## src/rtl/flag_pkg.sv

```systemverilog
package flag_pkg;

  // bit positions inside the visible register
  localparam int CF_POS  = 0;
  localparam int ONE_POS = 1;
  localparam int PF_POS  = 2;
  localparam int AF_POS  = 4;
  localparam int ZF_POS  = 6;
  localparam int SF_POS  = 7;
  localparam int DF_POS  = 10;
  localparam int OF_POS  = 11;

  typedef enum logic [2:0] {
    OP_ADD   = 3'd0,
    OP_SUB   = 3'd1,
    OP_INC   = 3'd2,
    OP_DEC   = 3'd3,
    OP_LOGIC = 3'd4,
    OP_CMP   = 3'd5,
    OP_SHIFT = 3'd6,
    OP_BTEST = 3'd7
  } opClass_e;

  typedef enum logic [2:0] {
    CMD_NONE = 3'd0,
    CMD_STC  = 3'd1,
    CMD_CLC  = 3'd2,
    CMD_CMC  = 3'd3,
    CMD_STD  = 3'd4,
    CMD_CLD  = 3'd5
  } flagCmd_e;

  // strobes from control to datapath
  typedef struct packed {
    logic loadAll;
    logic setCarry;
    logic clrCarry;
    logic cplCarry;
    logic setDir;
    logic clrDir;
    logic updCarry;
    logic updPzs;
    logic updAux;
    logic updOvf;
  } strobe_t;

  typedef struct packed {
    logic ovf;
    logic dir;
    logic sign;
    logic zero;
    logic aux;
    logic par;
    logic carry;
  } flagBits_t;

endpackage

```

## src/rtl/flag_ctrl.sv

```systemverilog
module flag_ctrl
  import flag_pkg::*;
(
  input  logic       clk,
  input  logic       rstN,
  input  logic       opValid,
  input  logic [2:0] opClass,
  input  logic [2:0] flagCmd,
  input  logic       wrEn,
  input  logic       shiftMulti,
  output strobe_t    stb
);

  logic cmdHit;

  always_comb begin
    stb    = '0;
    cmdHit = 1'b0;
    if (wrEn) begin
      stb.loadAll = 1'b1;
    end else begin
      cmdHit = 1'b1;
      case (flagCmd_e'(flagCmd))
        CMD_STC: stb.setCarry = 1'b1;
        CMD_CLC: stb.clrCarry = 1'b1;
        CMD_CMC: stb.cplCarry = 1'b1;
        CMD_STD: stb.setDir   = 1'b1;
        CMD_CLD: stb.clrDir   = 1'b1;
        default: cmdHit = 1'b0;
      endcase
      if (!cmdHit && opValid) begin
        case (opClass_e'(opClass))
          OP_ADD, OP_SUB, OP_CMP, OP_LOGIC: begin
            stb.updCarry = 1'b1;
            stb.updPzs   = 1'b1;
            stb.updAux   = 1'b1;
            stb.updOvf   = 1'b1;
          end
          OP_INC, OP_DEC: begin
            stb.updPzs = 1'b1;
            stb.updAux = 1'b1;
            stb.updOvf = 1'b1;
          end
          OP_SHIFT: begin
            stb.updCarry = 1'b1;
            stb.updPzs   = 1'b1;
            stb.updOvf   = !shiftMulti;
          end
          default: stb.updCarry = 1'b1;
        endcase
      end
    end
  end


  cmd_excl_chk: assert property (@(posedge clk) disable iff (!rstN)
    $onehot0({stb.loadAll, stb.setCarry, stb.clrCarry, stb.cplCarry, stb.setDir, stb.clrDir}));


  load_alone_chk: assert property (@(posedge clk) disable iff (!rstN)
    stb.loadAll |-> !(stb.updCarry || stb.updPzs || stb.updAux || stb.updOvf));

endmodule

```

## src/rtl/flag_dp.sv

```systemverilog
module flag_dp
  import flag_pkg::*;
#(
  parameter int DATA_W = 64
) (
  input  logic              clk,
  input  logic              rstN,
  input  strobe_t           stb,
  input  logic [2:0]        opClass,
  input  logic [1:0]        opSize,
  input  logic [DATA_W-1:0] srcA,
  input  logic [DATA_W-1:0] srcB,
  input  logic [DATA_W-1:0] opResult,
  input  logic              shiftOut,
  input  logic [DATA_W-1:0] wrData,
  output flagBits_t         cur
);

  localparam int IDX_W = $clog2(DATA_W);

  logic [IDX_W:0]    opBits;
  logic [IDX_W-1:0]  msbIdx;
  logic [IDX_W-1:0]  bitIdx;
  logic [DATA_W-1:0] sizeMask;
  logic              aTop, bTop, rTop;
  logic              isSubLike;
  logic              carryAdd, borrowSub, auxAdd, auxSub, ovfAdd, ovfSub;
  logic              carryNew, auxNew, ovfNew;
  flagBits_t         nxt;
  logic              unusedWr;

  always_comb begin
    case (opSize)
      2'd0:    opBits = (IDX_W+1)'(8);
      2'd1:    opBits = (IDX_W+1)'(16);
      2'd2:    opBits = (IDX_W+1)'(32);
      default: opBits = (IDX_W+1)'(DATA_W);
    endcase
  end

  assign msbIdx   = IDX_W'(opBits - 1'b1);
  assign bitIdx   = srcB[IDX_W-1:0] & msbIdx;
  assign sizeMask = (opBits >= (IDX_W+1)'(DATA_W)) ? '1
                  : ((DATA_W'(1) << opBits) - DATA_W'(1));

  assign aTop = srcA[msbIdx];
  assign bTop = srcB[msbIdx];
  assign rTop = opResult[msbIdx];

  // carry and borrow recovered from the operand and result bits at one boundary
  assign carryAdd  = (aTop & bTop) | ((aTop | bTop) & ~rTop);
  assign borrowSub = (~aTop & bTop) | ((~aTop | bTop) & rTop);
  assign auxAdd    = (srcA[3] & srcB[3]) | ((srcA[3] | srcB[3]) & ~opResult[3]);
  assign auxSub    = (~srcA[3] & srcB[3]) | ((~srcA[3] | srcB[3]) & opResult[3]);
  assign ovfAdd    = (aTop == bTop) && (rTop != aTop);
  assign ovfSub    = (aTop != bTop) && (rTop != aTop);

  assign isSubLike = (opClass_e'(opClass) == OP_SUB) || (opClass_e'(opClass) == OP_DEC)
                  || (opClass_e'(opClass) == OP_CMP);

  always_comb begin
    carryNew = cur.carry;
    auxNew   = cur.aux;
    ovfNew   = cur.ovf;
    case (opClass_e'(opClass))
      OP_ADD, OP_INC, OP_SUB, OP_DEC, OP_CMP: begin
        carryNew = isSubLike ? borrowSub : carryAdd;
        auxNew   = isSubLike ? auxSub : auxAdd;
        ovfNew   = isSubLike ? ovfSub : ovfAdd;
      end
      OP_LOGIC: begin
        carryNew = 1'b0;
        auxNew   = 1'b0;
        ovfNew   = 1'b0;
      end
      OP_SHIFT: begin
        carryNew = shiftOut;
        ovfNew   = rTop ^ aTop;
      end
      default: carryNew = srcA[bitIdx];
    endcase
  end

  always_comb begin
    nxt = cur;
    if (stb.loadAll) begin
      nxt.carry = wrData[CF_POS];
      nxt.par   = wrData[PF_POS];
      nxt.aux   = wrData[AF_POS];
      nxt.zero  = wrData[ZF_POS];
      nxt.sign  = wrData[SF_POS];
      nxt.dir   = wrData[DF_POS];
      nxt.ovf   = wrData[OF_POS];
    end else begin
      if (stb.setCarry) nxt.carry = 1'b1;
      if (stb.clrCarry) nxt.carry = 1'b0;
      if (stb.cplCarry) nxt.carry = ~cur.carry;
      if (stb.setDir)   nxt.dir   = 1'b1;
      if (stb.clrDir)   nxt.dir   = 1'b0;
      if (stb.updCarry) nxt.carry = carryNew;
      if (stb.updAux)   nxt.aux   = auxNew;
      if (stb.updOvf)   nxt.ovf   = ovfNew;
      if (stb.updPzs) begin
        nxt.par  = ~^opResult[7:0];
        nxt.zero = ((opResult & sizeMask) == '0);
        nxt.sign = rTop;
      end
    end
  end

  always_ff @(posedge clk) begin
    if (!rstN) cur <= '0;
    else       cur <= nxt;
  end

  assign unusedWr = ^{wrData[DATA_W-1:OF_POS+1], wrData[DF_POS-1:SF_POS+1],
                      wrData[ZF_POS-1], wrData[AF_POS-1], wrData[ONE_POS]};


  load_takes_write_chk: assert property (@(posedge clk) disable iff (!rstN)
    stb.loadAll |=> (cur.carry == $past(wrData[CF_POS])) && (cur.ovf == $past(wrData[OF_POS]))
                    && (cur.dir == $past(wrData[DF_POS])));


  dir_guard_chk: assert property (@(posedge clk) disable iff (!rstN)
    !(stb.loadAll || stb.setDir || stb.clrDir) |=> (cur.dir == $past(cur.dir)));

endmodule

```

## src/rtl/flag_reg_unit.sv

```systemverilog
module flag_reg_unit
  import flag_pkg::*;
#(
  parameter int DATA_W = 64
) (
  input  logic              clk,
  input  logic              rstN,
  input  logic              opValid,
  input  logic [2:0]        opClass,
  input  logic [1:0]        opSize,
  input  logic [DATA_W-1:0] srcA,
  input  logic [DATA_W-1:0] srcB,
  input  logic [DATA_W-1:0] opResult,
  input  logic              shiftOut,
  input  logic              shiftMulti,
  input  logic [2:0]        flagCmd,
  input  logic              wrEn,
  input  logic [DATA_W-1:0] wrData,
  output logic [DATA_W-1:0] flagsOut
);

  strobe_t   stb;
  flagBits_t cur;

  flag_ctrl u_ctrl (
    .clk        (clk),
    .rstN       (rstN),
    .opValid    (opValid),
    .opClass    (opClass),
    .flagCmd    (flagCmd),
    .wrEn       (wrEn),
    .shiftMulti (shiftMulti),
    .stb        (stb)
  );

  flag_dp #(.DATA_W(DATA_W)) u_dp (
    .clk      (clk),
    .rstN     (rstN),
    .stb      (stb),
    .opClass  (opClass),
    .opSize   (opSize),
    .srcA     (srcA),
    .srcB     (srcB),
    .opResult (opResult),
    .shiftOut (shiftOut),
    .wrData   (wrData),
    .cur      (cur)
  );

  always_comb begin
    flagsOut          = '0;
    flagsOut[ONE_POS] = 1'b1;
    flagsOut[CF_POS]  = cur.carry;
    flagsOut[PF_POS]  = cur.par;
    flagsOut[AF_POS]  = cur.aux;
    flagsOut[ZF_POS]  = cur.zero;
    flagsOut[SF_POS]  = cur.sign;
    flagsOut[DF_POS]  = cur.dir;
    flagsOut[OF_POS]  = cur.ovf;
  end

  logic quietCtl;
  assign quietCtl = !wrEn && (flagCmd == 3'd0);


  incdec_keeps_carry_chk: assert property (@(posedge clk) disable iff (!rstN)
    (quietCtl && opValid && (opClass == 3'd2 || opClass == 3'd3))
    |=> (flagsOut[CF_POS] == $past(flagsOut[CF_POS])));


  logic_clears_chk: assert property (@(posedge clk) disable iff (!rstN)
    (quietCtl && opValid && opClass == 3'd4) |=> (!flagsOut[CF_POS] && !flagsOut[OF_POS]));


  cmd_only_carry_chk: assert property (@(posedge clk) disable iff (!rstN)
    (!wrEn && (flagCmd == 3'd1 || flagCmd == 3'd2 || flagCmd == 3'd3))
    |=> (flagsOut[11:1] == $past(flagsOut[11:1])));


  btest_only_carry_chk: assert property (@(posedge clk) disable iff (!rstN)
    (quietCtl && opValid && opClass == 3'd7) |=> (flagsOut[11:1] == $past(flagsOut[11:1])));


  multi_shift_keeps_ovf_chk: assert property (@(posedge clk) disable iff (!rstN)
    (quietCtl && opValid && opClass == 3'd6 && shiftMulti)
    |=> (flagsOut[OF_POS] == $past(flagsOut[OF_POS])) && (flagsOut[AF_POS] == $past(flagsOut[AF_POS])));


  idle_hold_chk: assert property (@(posedge clk) disable iff (!rstN)
    (quietCtl && !opValid) |=> $stable(flagsOut));

endmodule

```

## config.mk

```make
export PLATFORM = sky130hd
export DESIGN_NAME = flag_reg_unit
export DESIGN_NICKNAME = d
export VERILOG_FILES = /design/src/rtl/flag_pkg.sv /design/src/rtl/flag_ctrl.sv /design/src/rtl/flag_dp.sv /design/src/rtl/flag_reg_unit.sv
export SDC_FILE = /design/constraint.sdc
export NUM_CORES = 1
export LEC_CHECK = 0
export ABC_AREA = 0
export BUFFER_PORTS_ARGS = -buffer_cell sky130_fd_sc_hd__buf_2
export CAP_MARGIN = 15
export CORE_AREA = 8 8 124 126
export CTS_CLUSTER_SIZE = 40
export DETAILED_ROUTE_END_ITERATION = 7
export DIE_AREA = 0 0 132 134
export GPL_TIMING_DRIVEN = 0
export PLACE_DENSITY_LB_ADDON = 0.12
export SYNTH_ARGS = -nofsm -noshare
export SYNTH_HDL_FRONTEND = slang
export SYNTH_SLANG_ARGS = --single-unit
```

## constraint.sdc

```tcl
create_clock -name clk -period 6.5 [get_ports clk]
set_input_delay 0.975 -clock clk [delete_from_list [all_inputs] [get_ports clk]]
set_output_delay 0.975 -clock clk [all_outputs]
set_load 0.03 [all_outputs]
```

==> run metrics, run 1 <==
final setup TNS 0 ps; die width 132 um; n_diodes 0; CTS tree built; total number of vias 2286; Final nets 724; post-synth cell types 45; Pwr Total 370.3 uW; Ports 334; vias per std cell 3.658; Avg Cell Area, Syn between 8 and 9 um2; clock slew at reported path FFs 40 ps; maximum VDD drop 0.06792 mV; Yosys reg bits 7; largest net degree at the start of global routing 11; Clock Power Share 0.287; ordered list of cells on the worst path buf_2, clkbuf_2, mux4_2, inv_1, ha_1, mux2_2, a21oi_1, mux2i_1, a21oi_1; CP Max Fanout 10; P_int about 230 uW; Worst slew margin 0.6562; Slowest Stage Delay on Critical Path around 600 ps; CTS resizes 0; top flop regs u_dp.cur x7; final hold viol count 0; placer congestion estimate 0.7148; max-slew violations 0; gr usage total 0.09097; std cell rows 43; Mapped Cells 226; initial antenna violation count 0; critical path capture point type register; Final min period 2841 ps; post-detail-place hpwl 7897 um; status finished, final reports clean; core area 0.01350 mm2; first-pass GRT wire length 13210 um; WS Path Type in -> reg; sw frac 0.3744; RSZ-0062 raised after global routing false; Post-CTS Setup Bufs 0; mapped cell area 0.001999 mm2; Post-synth EDFFs 0; grt ovf 0; element type at the critical path start input port; Starting Density 0.1481; ys async rst share 0; Crit path top cell by count a21oi_1; top cells by area, synth buf_4 22%, mux4_1 17%, dfxtp_1 7.0%; power share of the sequential group 0.130; slowest CP cell mux4_2; post-synthesis sequential area ratio 0.07009; Final Cycle Share 0.4371; WP data arrival 3000 ps; Worst-Margin Slew 512.2 ps; Post-synth top cells 59 x buf_4, 16 x nor4_1, 14 x inv_1, 13 x mux4_1, 13 x nand2_1; Setup Skew 0 ps; prevailing post-synth register cell dfxtp_1; CTS Hold Buffers Added 0; antenna viol nets, final 0; TritonRoute pass-1 iters 3; Avg WL per Cell 13.54 um; PwrDens 111.9 mW/mm2; Max Freq roughly 350 MHz; Worst Path Required 6660 ps; max reg flops 7; Logic pwr share 0.583; aggregate routed wire length 8460 um; Ys Warns 0; clock buffer depth 2; Max Cap Viol 0; Worst-Skew Late Latency 230 ps; share of layout cells above drive strength 1 0.5303; Layout Utilization 0.2452; clock sink count 7; Synth area leader buf_4; DR DRC count 0; Iteration-0 DRC Markers 51; Clk Tree Root Cell clkbuf_16; Vert. Die Dim 134 um; switching power 138.7 uW; Hold Path Class reg -> reg; Setup-failing EPs final 0; total CTS buffers 3; IO Port Bufs 160; vias in the first global route roughly 2500; P_leak 0.001801 uW; synth-to-layout area growth 65.58%; Top reg by flops u_dp.cur; Die Footprint 0.01769 mm2; htree depth 1; Synth top area share 0.2215; top-count cell post-synth buf_4
-- cells in the final DEF, fill, tap and decap left out, types with 2 or more instances in the layout --
master | Yosys | final
xnor2_1 | 3 | 3
o211ai_1 | 2 | 2
a21o_1 | 2 | 2
inv_1 | 14 | 14
mux4_1 | 13 | 13
buf_6 | 4 | 4
nor4_1 | 16 | 16
nand2b_1 | 4 | 4
a21oi_1 | 10 | 10
and2_1 | 3 | 3
nand4_1 | 4 | 4
nand2_1 | 13 | 13
ha_1 | 8 | 8
conb_1 | 2 | 57
nor2_1 | 4 | 4
buf_4 | 59 | 59
and3_1 | 2 | 2
dfxtp_1 | 7 | 7
o21ai_0 | 10 | 10
nor3_1 | 3 | 3
mux4_2 | 6 | 6
mux2i_1 | 10 | 10
nand3_1 | 3 | 3
clkbuf_16 | 0 | 3
buf_2 | 0 | 160
a31oi_1 | 3 | 3
-- per-stage QoR --
| step | instance area (um2) | hold WS [ps] | cells | setup slack [ps] |
|---|---|---|---|---|
| floorplan | 2206 | 593.5 | 281 | 3758 |
| global placement | 3232 | 458.6 | 621 | 3434 |
| detailed placement | 3232 | 477.5 | 621 | 3399 |
| CTS | 3311 | 488.5 | 625 | 3633 |
| global route | 3311 | 521.5 | 625 | 3507 |
| finish | 3311 | 490.5 | 625 | 3659 |
-- final cells by class --
type                    instances  area, um2
plain buffers                  65      513.0
clock buffers                   4      78.83
fillers                      1515      10190
inverters                      14      52.55
multi-input cells             195       1500
flip-flops and latches          7      140.1
well taps                     180      225.2
repair buffers                160      800.8
-- critical path, delay by kind of cell --
family | cells | cell delay [ps]
AO/OA/AOI/OAI | 2 | 350
adder cells (fa/ha/maj) | 1 | 250
buffers and inverters | 3 | 460
multiplexers | 3 | 980
-- path summary, 6_finish.rpt --
check,end,startpoint,cells after the start,slack [ps]
hold reg to reg,u_dp.cur[2],u_dp.cur[2],2,490
hold / removal,u_dp.cur[2],u_dp.cur[2],2,490
setup / recovery,u_dp.cur[6],opSize[0],9,3660
setup reg to reg,u_dp.cur[0],u_dp.cur[0],5,4960
-- power groups by stage --
stage | Clock [uW] | Sequential [uW] | Combinational (uW)
2_1_floorplan | 0 | 55.2 | 140
3_3_place_gp | 0 | 48.8 | 215
3_5_place_dp | 0 | 49.0 | 216
4_1_cts | 109 | 48.4 | 216
5_1_grt | 112 | 48.7 | 237
6_report | 106 | 48.3 | 216
-- cells by family (layout without fill, tap and decap cells) --
| group | after synthesis | after routing | share of synthesized area |
|---|---|---|---|
| other | 2 | 57 | 0.003756 |
| adder cells (fa/ha/maj) | 8 | 8 | 0.05006 |
| XOR/XNOR | 4 | 4 | 0.01753 |
| flip-flops | 7 | 7 | 0.07009 |
| AND/OR/NAND/NOR | 56 | 56 | 0.1552 |
| buffers and inverters | 79 | 243 | 0.2828 |
| AO/OA/AOI/OAI | 40 | 40 | 0.1264 |
| multiplexers | 30 | 30 | 0.2941 |
-- routing by layer --
metal / wire, um / GRT usage / vias to the layer above
met5: 0 / 0 / -
met4: 55 / 0.01723 / 0
met3: 801 / 0.03478 / 5
met2: 3989 / 0.1576 / 124
met1: 3614 / 0.1048 / 978
li1: - / - / 1179
(Power assumes the default switching activity.)
==> inputs of run 2 (changes only) <==
Settings changed: ABC_AREA 0 to 1, CORE_AREA 8 8 124 126 to 8 8 123 125, DIE_AREA 0 0 132 134 to 0 0 131 133.
Clock period 6.5 ns to 2.6 ns, I/O delays scaled along.
==> run 2 against run 1 <==
  * Final cell count rose by 22%
  * Clock skew did not move
  * Utilization rose by 1.5 points
  * Total power rose to 2.6 times the previous value
  * Synthesized cell count rose by 63%
  * Critical path type unchanged
==> run metrics, run 2 <==
Crit path top cell by count nand2_1; RSZ-0062 raised after global routing false; P_leak between 0.002 and 0.0025 uW; std cell rows 42; ordered list of cells on the worst path buf_2, nand2_1, inv_2, nand2_1, nand2_1, nor2_1, inv_1, ha_1, o21bai_2, nand2_1, nand3_1, nand2_1, inv_1, nand2_1, a21oi_2; Post-CTS Setup Bufs 0; Fillers 1527; grt ovf 0; Iteration-0 DRC Markers 60; vias per std cell around 3.8; Final nets about 870; clock sink count 7; Starting Density 0.1595; Final Cycle Share 0.6753; status finished, final reports clean; Setup Skew 0 ps; multi-input logic area 0.001481 mm2; antenna viol nets, final 0; first-pass GRT wire length approximately 15000 um; maximum VDD drop 0.2173 mV; Worst path top cell family by delay simple AND/OR/NAND/NOR gates; aggregate routed wire length 9865 um; Yosys reg bits 7; share of layout cells above drive strength 1 0.4116; largest net degree at the start of global routing 11; post-detail-place hpwl 9106 um; ys async rst share 0; total CTS buffers 3; n_diodes 0; element type at the critical path start input port; slowest CP cell nor2_1; vias in the first global route 3011; slack of the worst reg-to-reg path about 1800 ps; prevailing post-synth register cell dfxtp_1; Die Footprint ~0.017 mm2; die width 131 um; PwrDens 279.6 mW/mm2; core area ~0.013 mm2; clock slew at reported path FFs roughly 40 ps; IO Port Bufs 161; clock buffer depth 2; initial antenna violation count 0; max reg flops 7; DR DRC count 0; top-count cell post-synth nand2_1; critical path capture point type register; Vert. Die Dim 133 um; final hold viol count 0; CTS resizes 0; Final min period 1756 ps; placer congestion estimate 0.7731; htree depth 1; Layout Utilization 0.2597; final setup TNS 0 ps; Hold Path Class in -> reg; Mapped Cells 368; Synth top area share 0.2194; WP data arrival approximately 1900 ps; top cells by area, synth buf_4 22%, nand2_1 21%, nand3_1 15%; WS Path Type in -> reg; Post-synth top cells 115 x nand2_1, 62 x nand3_1, 61 x buf_4, 29 x inv_1, 13 x nor2_1; Synth area leader buf_4; post-synth cell types 32; Worst Path Required 2710 ps; max-slew violations 0; Ports 334; gr usage total 0.1055; Clk Tree Root Cell clkbuf_16; Worst-Skew Late Latency ~230 ps; synth-to-layout area growth 62.83%; Avg WL per Cell 12.91 um; top flop regs u_dp.cur x7; total number of vias 2867; CP Max Fanout 5; Ys Warns 0; WHS 400.5 ps; Post-synth EDFFs 0; commonest non-fill, non-tap cell in the layout buf_2; Slowest Stage Delay on Critical Path around 250 ps; Top reg by flops u_dp.cur; CTS tree built; mapped cell area 0.002087 mm2; Buf+Inv Stages, Crit Path 4; most frequent cells in the layout 163 x buf_2, 115 x nand2_1, 62 x nand3_1; Max Cap Viol 0; Avg Cell Area, Syn roughly 5.7 um2; post-synthesis sequential area ratio 0.06715; Max Freq 569.6 MHz; Setup-failing EPs final 0; CTS Hold Buffers Added 0; TritonRoute pass-1 iters 4; Seq. cell area 140.1 um2
[run 2: changes by cell type after synthesis, moves of 6 or more]
cell | before | now
nand2_1 | 13 | 115
mux2i_1 | 10 | 0
nor2_1 | 4 | 13
mux4_1 | 13 | 0
inv_1 | 14 | 29
nand3_1 | 3 | 62
a21oi_1 | 10 | 4
mux4_2 | 6 | 0
[run 2: layout make-up]
class	instances	share of cell area
timing repair buffer	161	0.2371
clock buffer	4	0.02320
sequential	7	0.04124
multi-input combinational	312	0.4359
tap	176	0.06480
buffer	69	0.1576
inverter	35	0.04013
[run 2: worst register-to-register path: cells and delay by family (launching register included)]
| kind | cells | cell delay [ps] |
|---|---|---|
| compound gates | 3 | 320 |
| flops | 1 | 310 |
| simple gates | 1 | 60 |
[run 2: final timing paths]
path,endpoint,startpoint,cells after the start
worst min-delay path,u_dp.cur[5],wrData[10],3
worst max register to register,u_dp.cur[0],u_dp.cur[0],4
worst max-delay path,u_dp.cur[0],opSize[0],15
worst min register to register,u_dp.cur[1],u_dp.cur[1],2
[run 2: metal layers]
metal | vias up | GRT usage | routed length (um)
li1 | 1538 | - | -
met1 | 1181 | 0.1181 | 3871
met2 | 146 | 0.1935 | 4809
met3 | 2 | 0.03656 | 1161
met4 | 0 | 0.005743 | 22
met5 | - | 0 | 0
[run 2: kinds of logic after synthesis]
| group | Yosys count | synth area share |
|---|---|---|
| buffers and inverters | 104 | 0.3219 |
| XOR/XNOR | 3 | 0.01259 |
| AND/OR/NAND/NOR | 213 | 0.4502 |
| adder cells (fa/ha/maj) | 8 | 0.04796 |
| AO/OA/AOI/OAI | 31 | 0.09653 |
| flip-flops | 7 | 0.06714 |
| other | 2 | 0.003598 |
[run 2: report_power, final]
| group | switching [uW] | total [uW] | internal (uW) | leakage [uW] |
|---|---|---|---|---|
| logic | 328 | 569 | 241 | 0.00193 |
| clock network | 55.5 | 259 | 204 | 0.0000382 |
| registers | 4.42 | 122 | 117 | 0.0000582 |
| total | 388 | 950 | 562 | 0.00203 |
[run 2: stage by stage]
step	setup WS, ps	std cells	power [uW]	cell area [um2]
floorplan	811.4	423	507.7	2293
global placement	572.3	760	691.1	3319
detailed placement	555.0	760	694.7	3319
CTS	795.9	764	959.8	3398
global route	618.9	764	1030	3398
finish	844.3	764	950.2	3398
